File: src/rtl/dock_pkg.sv
package dock_pkg;
    localparam int IW      = 37;
    localparam int ARMOR_B = 36;
    localparam int OL_B    = 35;
    localparam int KIND_HI = 32;
    localparam int KIND_LO = 30;
    localparam int DEC_B   = 29;

    typedef enum logic [2:0] {
        K_WORK   = 3'd0,
        K_TAIL   = 3'd1,
        K_KILL   = 3'd2,
        K_SETOUT = 3'd3
    } kind_e;

    typedef enum logic [1:0] {
        OD_IDLE,
        OD_EVAL,
        OD_EXEC,
        OD_DRAIN
    } od_state_e;

    typedef enum logic {
        H_OPEN   = 1'b0,
        H_SEALED = 1'b1
    } hatch_e;

    function automatic logic [2:0] kind_of(input logic [IW-1:0] w);
        return w[KIND_HI:KIND_LO];
    endfunction
endpackage

File: src/rtl/dock_hatch.sv
module dock_hatch
    import dock_pkg::*;
(
    input  logic clk,
    input  logic rst_n,
    input  logic seal_req,
    input  logic unseal_req,
    output logic sealed
);
    hatch_e state, state_n;

    always_ff @(posedge clk) begin
        if (!rst_n) state <= H_OPEN;
        else        state <= state_n;
    end

    // a tail arriving together with a discard leaves the hatch sealed
    always_comb begin
        state_n = state;
        unique case (state)
            H_OPEN:   if (seal_req) state_n = H_SEALED;
            H_SEALED: if (unseal_req && !seal_req) state_n = H_OPEN;
            default:  state_n = H_OPEN;
        endcase
        sealed = (state == H_SEALED);
    end
endmodule

File: src/rtl/dock_ififo.sv
module dock_ififo
    import dock_pkg::*;
#(
    parameter int DEPTH = 8
) (
    input  logic          clk,
    input  logic          rst_n,
    input  logic          wr_en,
    input  logic [IW-1:0] wr_data,
    input  logic          rd_en,
    output logic [IW-1:0] rd_data,
    output logic          full,
    output logic          empty
);
    localparam int AW = (DEPTH > 1) ? $clog2(DEPTH) : 1;
    localparam int CW = $clog2(DEPTH + 1);
    localparam logic [AW-1:0] LAST = AW'(DEPTH - 1);
    localparam logic [CW-1:0] CAP  = CW'(DEPTH);

    logic [IW-1:0] slots [DEPTH];
    logic [AW-1:0] wp, rp;
    logic [CW-1:0] cnt;
    logic          do_wr, do_rd;

    assign full    = (cnt == CAP);
    assign empty   = (cnt == '0);
    assign do_wr   = wr_en && !full;
    assign do_rd   = rd_en && !empty;
    assign rd_data = slots[rp];

    always_ff @(posedge clk) begin
        if (!rst_n) begin
            wp  <= '0;
            rp  <= '0;
            cnt <= '0;
        end else begin
            if (do_wr) wp <= (wp == LAST) ? '0 : wp + 1'b1;
            if (do_rd) rp <= (rp == LAST) ? '0 : rp + 1'b1;
            unique case ({do_wr, do_rd})
                2'b10:   cnt <= cnt + 1'b1;
                2'b01:   cnt <= cnt - 1'b1;
                default: cnt <= cnt;
            endcase
        end
    end

    always_ff @(posedge clk) begin
        if (do_wr) slots[wp] <= wr_data;
    end
endmodule

File: src/rtl/dock_ondeck.sv
module dock_ondeck
    import dock_pkg::*;
#(
    parameter int OC_W = 6
) (
    input  logic            clk,
    input  logic            rst_n,
    input  logic            q_empty,
    input  logic            q_full,
    input  logic [IW-1:0]   q_data,
    output logic            q_pop,
    input  logic            hatch_sealed,
    output logic            dup_wr,
    output logic            unseal_req,
    input  logic            kill_pending,
    output logic            kill_take,
    output logic            ex_valid,
    output logic [IW-1:0]   od_word,
    input  logic            ex_done,
    output logic            ex_abort,
    output logic            inner_clr,
    output logic [OC_W-1:0] outer_count
);
    od_state_e     state, state_n;
    logic          dup_pend;
    logic          od_ol, od_armor, od_setout, od_exempt, oc_zero;
    logic          discard;
    logic          load_word, set_dup, fin_set, fin_kill;

    assign od_ol     = od_word[OL_B];
    assign od_armor  = od_word[ARMOR_B];
    assign od_setout = (kind_of(od_word) == K_SETOUT);
    assign od_exempt = od_setout && !od_ol;
    assign oc_zero   = (outer_count == '0);
    assign discard   = oc_zero && !od_exempt;

    // state register
    always_ff @(posedge clk) begin
        if (!rst_n) state <= OD_IDLE;
        else        state <= state_n;
    end

    // next state and outputs
    always_comb begin
        state_n    = state;
        q_pop      = 1'b0;
        load_word  = 1'b0;
        set_dup    = 1'b0;
        ex_valid   = 1'b0;
        kill_take  = 1'b0;
        ex_abort   = 1'b0;
        inner_clr  = 1'b0;
        unseal_req = 1'b0;
        fin_set    = 1'b0;
        fin_kill   = 1'b0;
        dup_wr     = dup_pend && hatch_sealed && !q_full;
        unique case (state)
            OD_IDLE: begin
                if (!q_empty) begin
                    q_pop     = 1'b1;
                    load_word = 1'b1;
                    state_n   = OD_EVAL;
                end
            end
            OD_EVAL: begin
                set_dup = od_ol && !oc_zero;
                if (discard) begin
                    inner_clr  = 1'b1;
                    unseal_req = 1'b1;
                    state_n    = OD_DRAIN;
                end else begin
                    state_n = OD_EXEC;
                end
            end
            OD_EXEC: begin
                ex_valid = 1'b1;
                if (kill_pending && !od_armor) begin
                    kill_take = 1'b1;
                    ex_abort  = 1'b1;
                    fin_kill  = 1'b1;
                    state_n   = OD_DRAIN;
                end else if (ex_done) begin
                    fin_set = od_setout;
                    state_n = OD_DRAIN;
                end
            end
            OD_DRAIN: begin
                if (!dup_pend || dup_wr) state_n = OD_IDLE;
            end
            default: state_n = OD_IDLE;
        endcase
    end

    always_ff @(posedge clk) begin
        if (load_word) od_word <= q_data;
    end

    always_ff @(posedge clk) begin
        if (!rst_n) begin
            dup_pend    <= 1'b0;
            outer_count <= '0;
        end else begin
            if (set_dup)     dup_pend <= 1'b1;
            else if (dup_wr) dup_pend <= 1'b0;
            if (fin_kill) begin
                outer_count <= '0;
            end else if (fin_set) begin
                if (od_word[DEC_B]) outer_count <= oc_zero ? '0 : outer_count - 1'b1;
                else                outer_count <= od_word[OC_W-1:0];
            end
        end
    end
endmodule

File: src/rtl/dock_ctrl.sv
module dock_ctrl
    import dock_pkg::*;
#(
    parameter int DEPTH = 8,
    parameter int OC_W  = 6
) (
    input  logic            clk,
    input  logic            rst_n,
    input  logic            in_valid,
    input  logic [IW-1:0]   in_word,
    output logic            in_ready,
    output logic            ex_valid,
    output logic [IW-1:0]   ex_word,
    input  logic            ex_done,
    output logic            ex_abort,
    output logic            inner_clr,
    output logic            hatch_sealed,
    output logic [OC_W-1:0] outer_count
);
    logic          in_tail, in_kill;
    logic          q_full, q_empty, q_pop, q_wr;
    logic [IW-1:0] q_wdata, q_rdata;
    logic          dup_wr, unseal_req, kill_take, entry_wr;

    assign in_tail  = (kind_of(in_word) == K_TAIL);
    assign in_kill  = (kind_of(in_word) == K_KILL);
    assign entry_wr = in_valid && !in_tail && !in_kill && !hatch_sealed && !q_full;
    assign in_ready = in_tail ? 1'b1 : (in_kill ? kill_take : (!hatch_sealed && !q_full));

    // copies are written only while sealed, entries only while open
    assign q_wr    = entry_wr || dup_wr;
    assign q_wdata = dup_wr ? ex_word : in_word;

    dock_hatch u_hatch (
        .clk        (clk),
        .rst_n      (rst_n),
        .seal_req   (in_valid && in_tail),
        .unseal_req (unseal_req),
        .sealed     (hatch_sealed)
    );

    dock_ififo #(.DEPTH(DEPTH)) u_fifo (
        .clk     (clk),
        .rst_n   (rst_n),
        .wr_en   (q_wr),
        .wr_data (q_wdata),
        .rd_en   (q_pop),
        .rd_data (q_rdata),
        .full    (q_full),
        .empty   (q_empty)
    );

    dock_ondeck #(.OC_W(OC_W)) u_od (
        .clk          (clk),
        .rst_n        (rst_n),
        .q_empty      (q_empty),
        .q_full       (q_full),
        .q_data       (q_rdata),
        .q_pop        (q_pop),
        .hatch_sealed (hatch_sealed),
        .dup_wr       (dup_wr),
        .unseal_req   (unseal_req),
        .kill_pending (in_valid && in_kill),
        .kill_take    (kill_take),
        .ex_valid     (ex_valid),
        .od_word      (ex_word),
        .ex_done      (ex_done),
        .ex_abort     (ex_abort),
        .inner_clr    (inner_clr),
        .outer_count  (outer_count)
    );
endmodule

File: config.mk
export PLATFORM = sky130hd
export DESIGN_NAME = dock_ctrl
export DESIGN_NICKNAME = d
export VERILOG_FILES = /design/src/rtl/dock_pkg.sv /design/src/rtl/dock_hatch.sv /design/src/rtl/dock_ififo.sv /design/src/rtl/dock_ondeck.sv /design/src/rtl/dock_ctrl.sv
export SDC_FILE = /design/constraint.sdc
export NUM_CORES = 1
export LEC_CHECK = 0
export BUFFER_PORTS_ARGS = -buffer_cell sky130_fd_sc_hd__buf_2
export CAP_MARGIN = 40
export CORE_MARGIN = 2
export CORE_UTILIZATION = 60
export DETAILED_ROUTE_END_ITERATION = 16
export GPL_ROUTABILITY_DRIVEN = 0
export HOLD_SLACK_MARGIN = 0.12
export PLACE_DENSITY = 0.79
export SYNTH_ARGS = -nofsm -noshare
export SYNTH_HDL_FRONTEND = slang
export SYNTH_SLANG_ARGS = --single-unit
File: constraint.sdc
create_clock -name clk -period 4.8 [get_ports clk]
set_input_delay 0.24 -clock clk [delete_from_list [all_inputs] [get_ports clk]]
set_output_delay 0.24 -clock clk [all_outputs]
set_load 0.01 [all_outputs]
==> results of run 1 <==
## power breakdown
group | switching, W | internal, W | leakage, nW | total [W]
Clock | 0.00110 | 0.00141 | 0.511 | 0.00251
Combinational | 0.000830 | 0.000733 | 1.63 | 0.00156
Sequential | 0.000248 | 0.00377 | 3.19 | 0.00402
## layer usage
layer  GRT usage  part of all wire  vias to the layer above
li1            -                 -                     3041
met1       0.327              0.41                     3696
met2       0.395              0.51                      295
met3      0.0357             0.052                       59
met4      0.0878             0.028                        0
met5           0                 0                        -
## worst min path at each step
stage	from	to	cells past startpoint
2_1_floorplan	rst_n	u_od.state[1]$_SDFFE_PN0P_	2
3_3_place_gp	u_od.state[1]$_SDFFE_PN0P_	u_od.state[1]$_SDFFE_PN0P_	2
3_5_place_dp	u_od.state[1]$_SDFFE_PN0P_	u_od.state[1]$_SDFFE_PN0P_	2
4_1_cts	in_word[20]	u_fifo.slots[3][20]$_DFFE_PP_	2
5_1_grt	in_word[14]	u_fifo.slots[2][14]$_DFFE_PP_	2
6_report	in_word[32]	u_hatch.sealed$_SDFF_PN0_	4
## registers in the layout, summed over array words and instances (netlist names)
signal / flops
u_fifo.cnt: 4
u_fifo.rp: 3
u_fifo.slots: 296
u_fifo.wp: 3
u_hatch.sealed: 1
u_od.dup_pend: 1
u_od.od_word: 37
u_od.outer_count: 6
u_od.state: 2
## worst min-delay path, stage by stage
cell and delay [ns]:
sky130_fd_sc_hd__buf_2 0.13, sky130_fd_sc_hd__nor4b_1 0.06, sky130_fd_sc_hd__a21oi_1 0.12, sky130_fd_sc_hd__nor2b_1 0.06
## final cells by class
type                    count  area [um^2]
clock buffers              45          913
clock inverters            17          131
fillers                  1321         6690
inverters                  18         67.6
multi-input cells         287         3450
flip-flops and latches    353        10400
well taps                 313          392
repair buffers            110          726
## cell families after synthesis
kind of cell / Yosys count / synth area share
flops: 353 / 0.742
buf+inv: 47 / 0.0147
simple gates: 80 / 0.0318
compound gates: 44 / 0.0207
fa+ha+maj: 13 / 0.0116
mux: 144 / 0.175
xor+xnor: 6 / 0.00375
## per-stage QoR
stage | setup WS (ns) | total power (W) | hold WS, ns | std cells | instance area (um^2)
detailed placement | 1.95 | 0.00563 | 0.503 | 1079 | 15000
global route | 1.61 | 0.00841 | 0.146 | 1143 | 16100
global placement | 1.95 | 0.00554 | 0.491 | 1074 | 14900
CTS | 1.90 | 0.00815 | 0.129 | 1142 | 16100
floorplan | 0.415 | 0.00507 | 0.388 | 687 | 14000
finish | 1.91 | 0.00809 | 0.152 | 1143 | 16100
## cell usage in the layout (no fill, tap or decap), types with 3 or more instances in the layout
cell and count:
sky130_fd_sc_hd__nor2b_1 4, sky130_fd_sc_hd__nor3_1 5, sky130_fd_sc_hd__ha_1 13, sky130_fd_sc_hd__nor2_4 3
sky130_fd_sc_hd__o211a_1 3, sky130_fd_sc_hd__nand3b_1 4, sky130_fd_sc_hd__o22ai_1 3, sky130_fd_sc_hd__mux2_2 68
sky130_fd_sc_hd__buf_12 5, sky130_fd_sc_hd__nand2b_1 6, sky130_fd_sc_hd__mux4_2 74, sky130_fd_sc_hd__nand2_1 25
sky130_fd_sc_hd__buf_2 90, sky130_fd_sc_hd__xor2_1 4, sky130_fd_sc_hd__clkinv_2 9, sky130_fd_sc_hd__buf_4 11
sky130_fd_sc_hd__nor3b_2 4, sky130_fd_sc_hd__clkbuf_16 35, sky130_fd_sc_hd__buf_16 3, sky130_fd_sc_hd__edfxtp_1 333
sky130_fd_sc_hd__a21oi_1 10, sky130_fd_sc_hd__clkbuf_1 10, sky130_fd_sc_hd__nand3_1 6, sky130_fd_sc_hd__inv_1 17
sky130_fd_sc_hd__nor2_1 8, sky130_fd_sc_hd__o21ai_0 14, sky130_fd_sc_hd__dfxtp_1 17
==> impl_metrics.csv, run 1 <==
group,metric,value,unit
status,status,"completed",
clocking,root_buffer,"sky130_fd_sc_hd__clkbuf_16",
die,placementRows,55,
sta,max_freq,345,MHz
critical_path,path_buf_inv,1,
global_route,first_global_vias,7390,
critical_path,critical_path.reg2reg.endpoint,"u_fifo.slots[2][5]$_DFFE_PP_",
critical_path,endpoint,"u_fifo.slots[2][5]$_DFFE_PP_",
critical_path,cpMaxStageDelayCell,"sky130_fd_sc_hd__nor3b_2",
logic_synthesis,synth_unique_cells,47,
clocking,cts-htree-levels,2,
die,start_util,0.615,
die,design.core.area,22800,um^2
critical_path,cp-end-kind,"flip-flop",
logic_synthesis,number_of_synthesized_flops_with_an_enable_pin,333,
detailed_routing,routed-via-count,7091,
critical_path,timing.critical_path.cells,"nor4b_4, a21oi_1, nand2b_1, nor3b_2, buf_12",
critical_path,timing.critical_path.required,4.99,ns
critical_path,slowest_delay,0.76,ns
sta,slew_viol_final,0,
critical_path,crit_start,"u_fifo.cnt[0]$_SDFFE_PN0P_",
clocking,path_clk_slew,0.06,ns
logic_synthesis,synth_area,14000,um^2
logic_synthesis,synth_top_cells_by_area,"sky130_fd_sc_hd__edfxtp_1, sky130_fd_sc_hd__mux4_2, sky130_fd_sc_hd__mux2_2",
clocking,cts_tree,"built",
logic_synthesis,netlist_top_cells_count,"sky130_fd_sc_hd__edfxtp_1, sky130_fd_sc_hd__mux4_2, sky130_fd_sc_hd__mux2_2",
logic_synthesis,syn_inst,687,
logic_synthesis,seq_area_frac_synth,0.742,
global_route,grt_first_pass_wirelength,43000,um
power,power_leakage,5.33,nW
finish,num_antenna_cells,0,
sta,hold_viol,0,
detailed_routing,final_antenna_net_count,0,
logic_synthesis,library_cell_occupying_the_most_area_in_the_post_synthesis_netlist,"sky130_fd_sc_hd__edfxtp_1",
global_route,grt_max_degree,43,
job,maxCapViolCount,0,
detailed_routing,routed_wirelength,28300,um
finish,area_growth,14.9,%
critical_path,startpoint_type,"flip-flop",
critical_path,crit_path_max_fanout,30,
clocking,clock_sink_count,353,
logic_synthesis,yosys_top_cell_area_share,0.714,
logic_synthesis,yosys_warnings,0,
placement,placed_wire_length_estimate,16200,um
placement,numPortBuffers,88,
finish,layout.nets,859,
critical_path,worst_r2r_startpoint,"u_fifo.cnt[0]$_SDFFE_PN0P_",
die,floorplan.die_area,24600,um^2
critical_path,critPathKind,"flip-flop to flip-flop",
detailed_routing,vias_per_cell,6.20,
finish,utilization,0.706,
critical_path,worst-r2r-setup-slack,1.91,ns
critical_path,rr_worst_depth,5,
clocking,cts_hold_buffers,1,
detailed_routing,routed_wire_length_per_instance,24.8,um
clocking,postCtsSetupBuffers,0,
die,dieWidth,157,um
sta,tns_setup,0,ns
detailed_routing,dr.pass1.iters,7,
power,ir_worst_vdd,0.000317,V
global_route,grt_antenna_before_repair,0,
logic_synthesis,async_flop_share,0,
logic_synthesis,postSynth.topFlopCell,"sky130_fd_sc_hd__edfxtp_1",
die,io_pins,89,
detailed_routing,drc,0,
sta,fin_worst_skew,0.00975,ns
sta,slew_headroom,0.344,
logic_synthesis,synth.most_common_cell,"sky130_fd_sc_hd__edfxtp_1",
sta,final_period_utilization,0.603,
min_path,hp-class,"input port to flip-flop",
clocking,clock_path_buffers,3,
critical_path,timing.critical_path.depth,5,
logic_synthesis,avgSynthCellArea,20.4,um^2
logic_synthesis,ys_seq_elements,353,
clocking,cts_resized,0,
critical_path,critPathArrivalTime,3.09,ns
power,powerDensity,503,nW/um^2
sta,post-route-min-period,2.89,ns
sta,worst_max_slew_pin_slew,0.974,ns
clocking,clk_latency,0.50,ns
finish,layout-drive-gt1-share,0.384,
critical_path,critical_path.top_delay_family,"simple AND/OR/NAND/NOR gates",
sta,setup_violations,0,
global_route,grt.overflow.total,0,
sta,grt_setup_unrepaired,"false",
detailed_routing,first_iter_violations,743,
die,die_height,157,um
logic_synthesis,synth.net_count,741,
global_route,groute.usage.overall,0.238,
clocking,cts_inserted_buffers,35,
(Power assumes the default switching activity.)
==> inputs of run 2 (changes only) <==
--- a/config.mk
+++ b/config.mk
@@ -5,14 +5,15 @@
 export SDC_FILE = /design/constraint.sdc
 export NUM_CORES = 1
 export LEC_CHECK = 0
+export ABC_AREA = 1
 export BUFFER_PORTS_ARGS = -buffer_cell sky130_fd_sc_hd__buf_2
 export CAP_MARGIN = 40
 export CORE_MARGIN = 2
-export CORE_UTILIZATION = 60
+export CORE_UTILIZATION = 54
 export DETAILED_ROUTE_END_ITERATION = 16
 export GPL_ROUTABILITY_DRIVEN = 0
 export HOLD_SLACK_MARGIN = 0.12
-export PLACE_DENSITY = 0.79
+export PLACE_DENSITY = 0.75
 export SYNTH_ARGS = -nofsm -noshare
 export SYNTH_HDL_FRONTEND = slang
 export SYNTH_SLANG_ARGS = --single-unit
==> constraint.sdc (replaced) <==
create_clock -name clk -period 2.5 [get_ports clk]
set_input_delay 0.125 -clock clk [delete_from_list [all_inputs] [get_ports clk]]
set_output_delay 0.125 -clock clk [all_outputs]
set_load 0.01 [all_outputs]
==> run 2 against run 1 <==
Compared with the run above:
- sequential cell count unchanged
- sequential power increased by 95%
- core utilization decreased by 6.5 points
- clock power increased by 100%
- wire length increased by 12%
- count of clock-buffer cells in the layout unchanged
- fmax increased by 26%
- critical path type unchanged
- largest power group unchanged
==> impl_metrics.csv, run 2 <==
group,metric,value,unit
power,power.share.sequential,0.448,
logic_synthesis,synth.most_common_cell,"sky130_fd_sc_hd__edfxtp_1",
sta,final_period_utilization,0.918,
critical_path,critPathKind,"flip-flop to flip-flop",
power,swShare,0.322,
global_route,grt_first_pass_wirelength,49700,um
finish,largest_register_ff_count,296,
sta,worst_max_slew_pin_slew,0.951,ns
die,floorplan.die_area,27800,um^2
logic_synthesis,yosys_top_cell_area_share,0.699,
sta,slew_viol_final,0,
global_route,groute.usage.overall,0.227,
finish,top_register,"u_fifo.slots",
global_route,grt.overflow.total,0,
critical_path,cpMaxStageDelayCell,"sky130_fd_sc_hd__dfxtp_1",
critical_path,cp-end-kind,"flip-flop",
finish,final_common_cell,"sky130_fd_sc_hd__edfxtp_1",
sta,tns_setup,0,ns
finish,most-common-layout-cells,"sky130_fd_sc_hd__edfxtp_1, sky130_fd_sc_hd__nor2_1, sky130_fd_sc_hd__nand2_1",
clocking,cts_inserted_buffers,35,
logic_synthesis,netlist_top_cells_count,"sky130_fd_sc_hd__edfxtp_1, sky130_fd_sc_hd__nor2_1, sky130_fd_sc_hd__nand2_1",
power,total_switching_power,0.00561,W
logic_synthesis,seq_area_frac_synth,0.727,
clocking,cts-htree-levels,2,
critical_path,timing.critical_path.required,2.90,ns
critical_path,timing.critical_path.cells,"nor2_1, nand3_2, nand2_1, nor2_1, nand2_1, nand2_2, inv_1, ha_4, xor2_2, ha_1, a21oi_1, xnor2_1, o21ai_0, inv_1",
power,powerDensity,1040,nW/um^2
finish,layout.nets,1334,
logic_synthesis,syn_inst,1148,
clocking,root_buffer,"sky130_fd_sc_hd__clkbuf_16",
sta,post-route-min-period,2.30,ns
placement,preCtsSetupSlack,0.216,ns
clocking,clock_path_buffers,3,
die,io_pins,89,
sta,hold_viol,0,
detailed_routing,dr.pass1.iters,8,
detailed_routing,final_antenna_net_count,0,
critical_path,path_buf_inv,2,
logic_synthesis,synth_top_cells_by_area,"sky130_fd_sc_hd__edfxtp_1, sky130_fd_sc_hd__nor2_1, sky130_fd_sc_hd__o21ai_0",
critical_path,critical_path.top_delay_family,"simple AND/OR/NAND/NOR gates",
power,clkPwrFrac,0.290,
logic_synthesis,number_of_synthesized_flops_with_an_enable_pin,333,
die,dieWidth,167,um
placement,placed_wire_length_estimate,17100,um
logic_synthesis,async_flop_share,0,
sta,setup_ws,0.204,ns
clocking,clock_sink_count,353,
detailed_routing,routed_wirelength,31800,um
power,p_int,0.0118,W
logic_synthesis,synth.net_count,1202,
finish,area_growth,16.8,%
power,power.share.combinational,0.262,
finish,layout-drive-gt1-share,0.164,
sta,max_freq,436,MHz
status,status,"completed",
clocking,clk_latency,0.52,ns
logic_synthesis,avgSynthCellArea,12.5,um^2
logic_synthesis,yosys_warnings,0,
clocking,path_clk_slew,0.06,ns
finish,biggestRegsByFlops,"u_fifo.slots: 296 flops, u_od.od_word: 37 flops, u_od.outer_count: 6 flops",
sta,grt_setup_unrepaired,"false",
power,power_leakage,6.13,nW
global_route,grt_max_degree,150,
clocking,cts_tree,"built",
sta,slew_headroom,0.359,
min_path,hp-class,"input port to flip-flop",
critical_path,critPathArrivalTime,2.69,ns
die,start_util,0.549,
finish,num_antenna_cells,0,
detailed_routing,drc,0,
die,placementRows,59,
clocking,postCtsSetupBuffers,0,
detailed_routing,routed-via-count,9395,
logic_synthesis,library_cell_occupying_the_most_area_in_the_post_synthesis_netlist,"sky130_fd_sc_hd__edfxtp_1",
sta,setup_violations,0,
job,maxCapViolCount,0,
critical_path,slowest_delay,0.43,ns
detailed_routing,routed_wire_length_per_instance,19.4,um
critical_path,startpoint_type,"flip-flop",
sta,fin_worst_skew,0.0183,ns
critical_path,crit_path_max_fanout,8,
critical_path,worst-r2r-setup-slack,0.20,ns
logic_synthesis,postSynth.topFlopCell,"sky130_fd_sc_hd__edfxtp_1",
power,ir_worst_vdd,0.000963,V
placement,numPortBuffers,88,
logic_synthesis,synth_area,14300,um^2
detailed_routing,vias_per_cell,5.74,
sta,fin_hold_ws,0.118,ns
die,design.core.area,26100,um^2
placement,placement.cell_area,15300,um^2
logic_synthesis,ys_seq_elements,353,
logic_synthesis,synth_unique_cells,27,
die,die_height,167,um
global_route,first_global_vias,9158,
finish,post-route-cell-area,16700,um^2
detailed_routing,first_iter_violations,834,
finish,filler_cell_count,1894,
global_route,grt_antenna_before_repair,0,
run 2: changes by cell type after synthesis, moves of 9 or more:
| cell | previous run | this run |
|---|---|---|
| sky130_fd_sc_hd__mux2_2 | 68 | 27 |
| sky130_fd_sc_hd__nand2_1 | 25 | 168 |
| sky130_fd_sc_hd__clkbuf_1 | 11 | 33 |
| sky130_fd_sc_hd__nor2_1 | 10 | 194 |
| sky130_fd_sc_hd__o22ai_1 | 3 | 74 |
| sky130_fd_sc_hd__o21ai_0 | 14 | 128 |
| sky130_fd_sc_hd__mux4_2 | 74 | 0 |
| sky130_fd_sc_hd__o21ai_1 | 0 | 30 |
| sky130_fd_sc_hd__inv_1 | 18 | 43 |
| sky130_fd_sc_hd__buf_6 | 2 | 11 |
run 2: repair_timing:
action,4_1_cts,5_1_grt
gates resized for setup,0,2
hold buffers,36,0
hold endpoints to repair,253,0
setup endpoints to repair,0,1
run 2: cell type report:
cell class              count  area (um^2)  area share
clock buffers              45          935      0.0559
clock inverters            13          156     0.00935
inverters                  45          175      0.0105
multi-input cells         688         3470       0.208
flip-flops and latches    353        10400       0.622
well taps                 335          419      0.0251
repair buffers            157         1160      0.0693
run 2: path summary, 6_finish.rpt:
check                             start                            to  cells past startpoint
min reg2reg  u_od.state[0]$_SDFFE_PN0P_    u_od.state[0]$_SDFFE_PN0P_                      2
max          u_fifo.cnt[0]$_SDFFE_PN0P_    u_fifo.cnt[2]$_SDFFE_PN0P_                     14
min                          in_word[4]  u_fifo.slots[0][4]$_DFFE_PP_                      4
max reg2reg  u_fifo.cnt[0]$_SDFFE_PN0P_    u_fifo.cnt[2]$_SDFFE_PN0P_                     14
run 2: per-stage QoR:
step / total power (W) / utilization / instances
5_1_grt: 0.0183 / 0.642 / 1636
3_3_place_gp: 0.0123 / 0.586 / 1541
6_report: 0.0174 / 0.642 / 1636
2_1_floorplan: 0.0109 / - / 1148
4_1_cts: 0.0175 / 0.641 / 1635
3_5_place_dp: 0.0124 / 0.586 / 1541
run 2: routing by layer:
layer	global-route usage	part of all wire	vias to the layer above
li1	-	-	4378
met4	0.0663	0.019	0
met3	0.0347	0.070	53
met5	0	0	-
met2	0.368	0.48	403
met1	0.324	0.43	4561
run 2: logic make-up after synthesis:
| group | count (synthesis) | synth area share |
|---|---|---|
| simple gates | 389 | 0.105 |
| flops | 353 | 0.727 |
| compound gates | 253 | 0.0955 |
| fa+ha+maj | 13 | 0.0114 |
| xor+xnor | 6 | 0.00367 |
| buf+inv | 107 | 0.0365 |
| mux | 27 | 0.0212 |
run 2: worst reg2reg max path, delay by kind of cell, from the launching register on:
family          cells  cell delay [ns]
xor+xnor            2             0.25
compound gates      2             0.32
flops               1             0.43
buf+inv             2             0.17
fa+ha+maj           2             0.38
simple gates        6             0.65
run 2: power groups by stage:
stage                     sequential [W]  combinational (W)  clock [W]
after floorplan                  0.00796            0.00291          0
after global placement           0.00790            0.00435          0
after detailed placement         0.00792            0.00446          0
after CTS                        0.00781            0.00455    0.00511
after global routing             0.00788            0.00509    0.00536
final                            0.00782            0.00456    0.00506
==> inputs of run 3 (changes only) <==
--- a/config.mk
+++ b/config.mk
@@ -14,6 +14,7 @@
 export GPL_ROUTABILITY_DRIVEN = 0
 export HOLD_SLACK_MARGIN = 0.12
 export PLACE_DENSITY = 0.75
+export RECOVER_POWER = 100
 export SYNTH_ARGS = -nofsm -noshare
 export SYNTH_HDL_FRONTEND = slang
 export SYNTH_SLANG_ARGS = --single-unit
==> run 3 against run 2 <==
Compared with the run above:
- largest power group unchanged
- combinational power fell by 3%
- sequential power barely moved
- wire length is essentially flat
- hold slack better by 0.020 ns
- fmax is 3.4% lower
- setup slack lost 0.081 ns
- first-iteration DRC count grew 3.6%
- highest routed layer unchanged
- count of clock-buffer cells in the layout is the same
==> impl_metrics.csv, run 3 (same netlist as run 2, synthesis figures left out) <==
group,metric,value,unit
status,status,"completed",
finish,top_register,"u_fifo.slots",
clocking,clk_latency,0.52,ns
clocking,cts_tree,"built",
finish,area_growth,15.5,%
die,floorplan.die_area,27800,um^2
detailed_routing,routed_wirelength,31700,um
finish,largest_register_ff_count,296,
detailed_routing,first_iter_violations,864,
power,ir_worst_vdd,0.000921,V
die,dieWidth,167,um
global_route,grt.overflow.total,0,
clocking,postCtsSetupBuffers,0,
sta,fin_hold_ws,0.138,ns
clocking,cts-htree-levels,2,
power,powerDensity,1050,nW/um^2
clocking,clock_sink_count,353,
critical_path,cp-end-kind,"flip-flop",
detailed_routing,final_antenna_net_count,0,
finish,biggestRegsByFlops,"u_fifo.slots: 296 flops, u_od.od_word: 37 flops, u_od.outer_count: 6 flops",
power,power_leakage,5.94,nW
clocking,path_clk_slew,0.06,ns
min_path,hp-class,"input port to flip-flop",
min_path,hold_path_startpoint,"in_word[32]",
finish,most-common-layout-cells,"sky130_fd_sc_hd__edfxtp_1, sky130_fd_sc_hd__nor2_1, sky130_fd_sc_hd__nand2_1",
sta,post-route-min-period,2.38,ns
global_route,groute.usage.overall,0.227,
sta,worst_max_slew_pin_slew,1.11,ns
critical_path,critPathArrivalTime,2.51,ns
critical_path,critPathKind,"flip-flop to flip-flop",
sta,slew_headroom,0.258,
sta,max_freq,421,MHz
global_route,first_global_vias,9158,
clocking,clock_path_buffers,3,
detailed_routing,routed_wire_length_per_instance,19.4,um
global_route,grt_antenna_before_repair,0,
sta,setup_violations,0,
placement,placement.cell_area,15300,um^2
finish,layout-drive-gt1-share,0.0976,
sta,final_period_utilization,0.950,
sta,fin_worst_skew,0.0173,ns
die,design.core.area,26100,um^2
global_route,grt_max_degree,150,
detailed_routing,vias_per_cell,5.73,
die,die_height,167,um
sta,grt_setup_unrepaired,"false",
placement,placed_wire_length_estimate,17100,um
critical_path,crit_start,"u_fifo.cnt[0]$_SDFFE_PN0P_",
detailed_routing,drc,0,
detailed_routing,routed-via-count,9378,
clocking,cts_inserted_buffers,35,
finish,utilization,0.634,
sta,tns_setup,0,ns
critical_path,crit_path_max_fanout,37,
critical_path,startpoint_type,"flip-flop",
placement,numPortBuffers,88,
finish,post-route-cell-area,16500,um^2
finish,num_antenna_cells,0,
die,io_pins,89,
sta,slew_viol_final,0,
die,placementRows,59,
clocking,root_buffer,"sky130_fd_sc_hd__clkbuf_16",
sta,hold_viol,0,
die,start_util,0.549,
critical_path,timing.critical_path.required,2.64,ns
finish,final_common_cell,"sky130_fd_sc_hd__edfxtp_1",
finish,layout.nets,1334,
job,maxCapViolCount,0,
global_route,grt_first_pass_wirelength,49700,um
detailed_routing,dr.pass1.iters,5,
critical_path,worst_r2r_startpoint,"u_fifo.cnt[0]$_SDFFE_PN0P_",
==> run 3: changes by cell type in the layout (fill, tap and decap cells not counted), sizes merged <==
cell    change
buf        -63
clkbuf     +63
==> run 3: worst paths after layout <==
kind | end | slack [ns] | cells past startpoint
worst max-delay path | u_fifo.slots[3][32]$_DFFE_PP_ | 0.12 | 9
worst min-delay path | u_fifo.wp[0]$_SDFFE_PN0P_ | 0.14 | 6
worst max register to register | u_fifo.slots[3][32]$_DFFE_PP_ | 0.12 | 9
worst min register to register | u_od.dup_pend$_SDFFE_PN0P_ | 0.52 | 2
==> run 3: metrics by stage <==
stage | setup slack, ns | std cells | power (W)
after floorplan | -0.490 | 1148 | 0.0109
after global placement | 0.338 | 1541 | 0.0123
after detailed placement | 0.216 | 1541 | 0.0124
after CTS | 0.198 | 1635 | 0.0175
after global routing | 0.00686 | 1636 | 0.0182
final | 0.124 | 1636 | 0.0173
==> run 3: area by class of cell <==
class,instances,area [um^2]
Clock buffer,45,935
Timing Repair Buffer,157,1010
Tap cell,335,419
Multi-Input combinational cell,688,3440
Sequential cell,353,10400
Clock inverter,13,156
Inverter,45,175
Fill cell,1938,9530
==> run 3: power breakdown <==
part / switching (W) / leakage, nW / internal, W / total [W]
logic: 0.00308 / 2.21 / 0.00133 / 0.00441
registers: 0.000407 / 3.20 / 0.00741 / 0.00782
clock network: 0.00211 / 0.527 / 0.00296 / 0.00506
total: 0.00560 / 5.94 / 0.0117 / 0.0173
==> run 3: repair_timing <==
item	4_1_cts	5_1_grt
endpoints found under the hold margin	253	0
gates resized for setup	0	2
hold buffers	36	0
endpoints found under the setup margin	0	1
==> run 3: per-layer routing <==
layer | GRT usage | vias up | wire length [um]
met5 | 0 | - | 0
met4 | 0.0663 | 0 | 595
met3 | 0.0347 | 55 | 2220
met2 | 0.368 | 412 | 15300
met1 | 0.324 | 4542 | 13600
li1 | - | 4369 | -
==> run 3: critical path: stages (launching register included) <==
cell	delay, ns
sky130_fd_sc_hd__dfxtp_1	0.43
sky130_fd_sc_hd__nor2_1	0.11
sky130_fd_sc_hd__nand3_2	0.07
sky130_fd_sc_hd__nand2_1	0.05
sky130_fd_sc_hd__nor2_1	0.13
sky130_fd_sc_hd__nand2_1	0.11
sky130_fd_sc_hd__nand2_2	0.16
sky130_fd_sc_hd__nand2_1	0.20
sky130_fd_sc_hd__nor2_4	0.12
sky130_fd_sc_hd__clkbuf_4	0.61
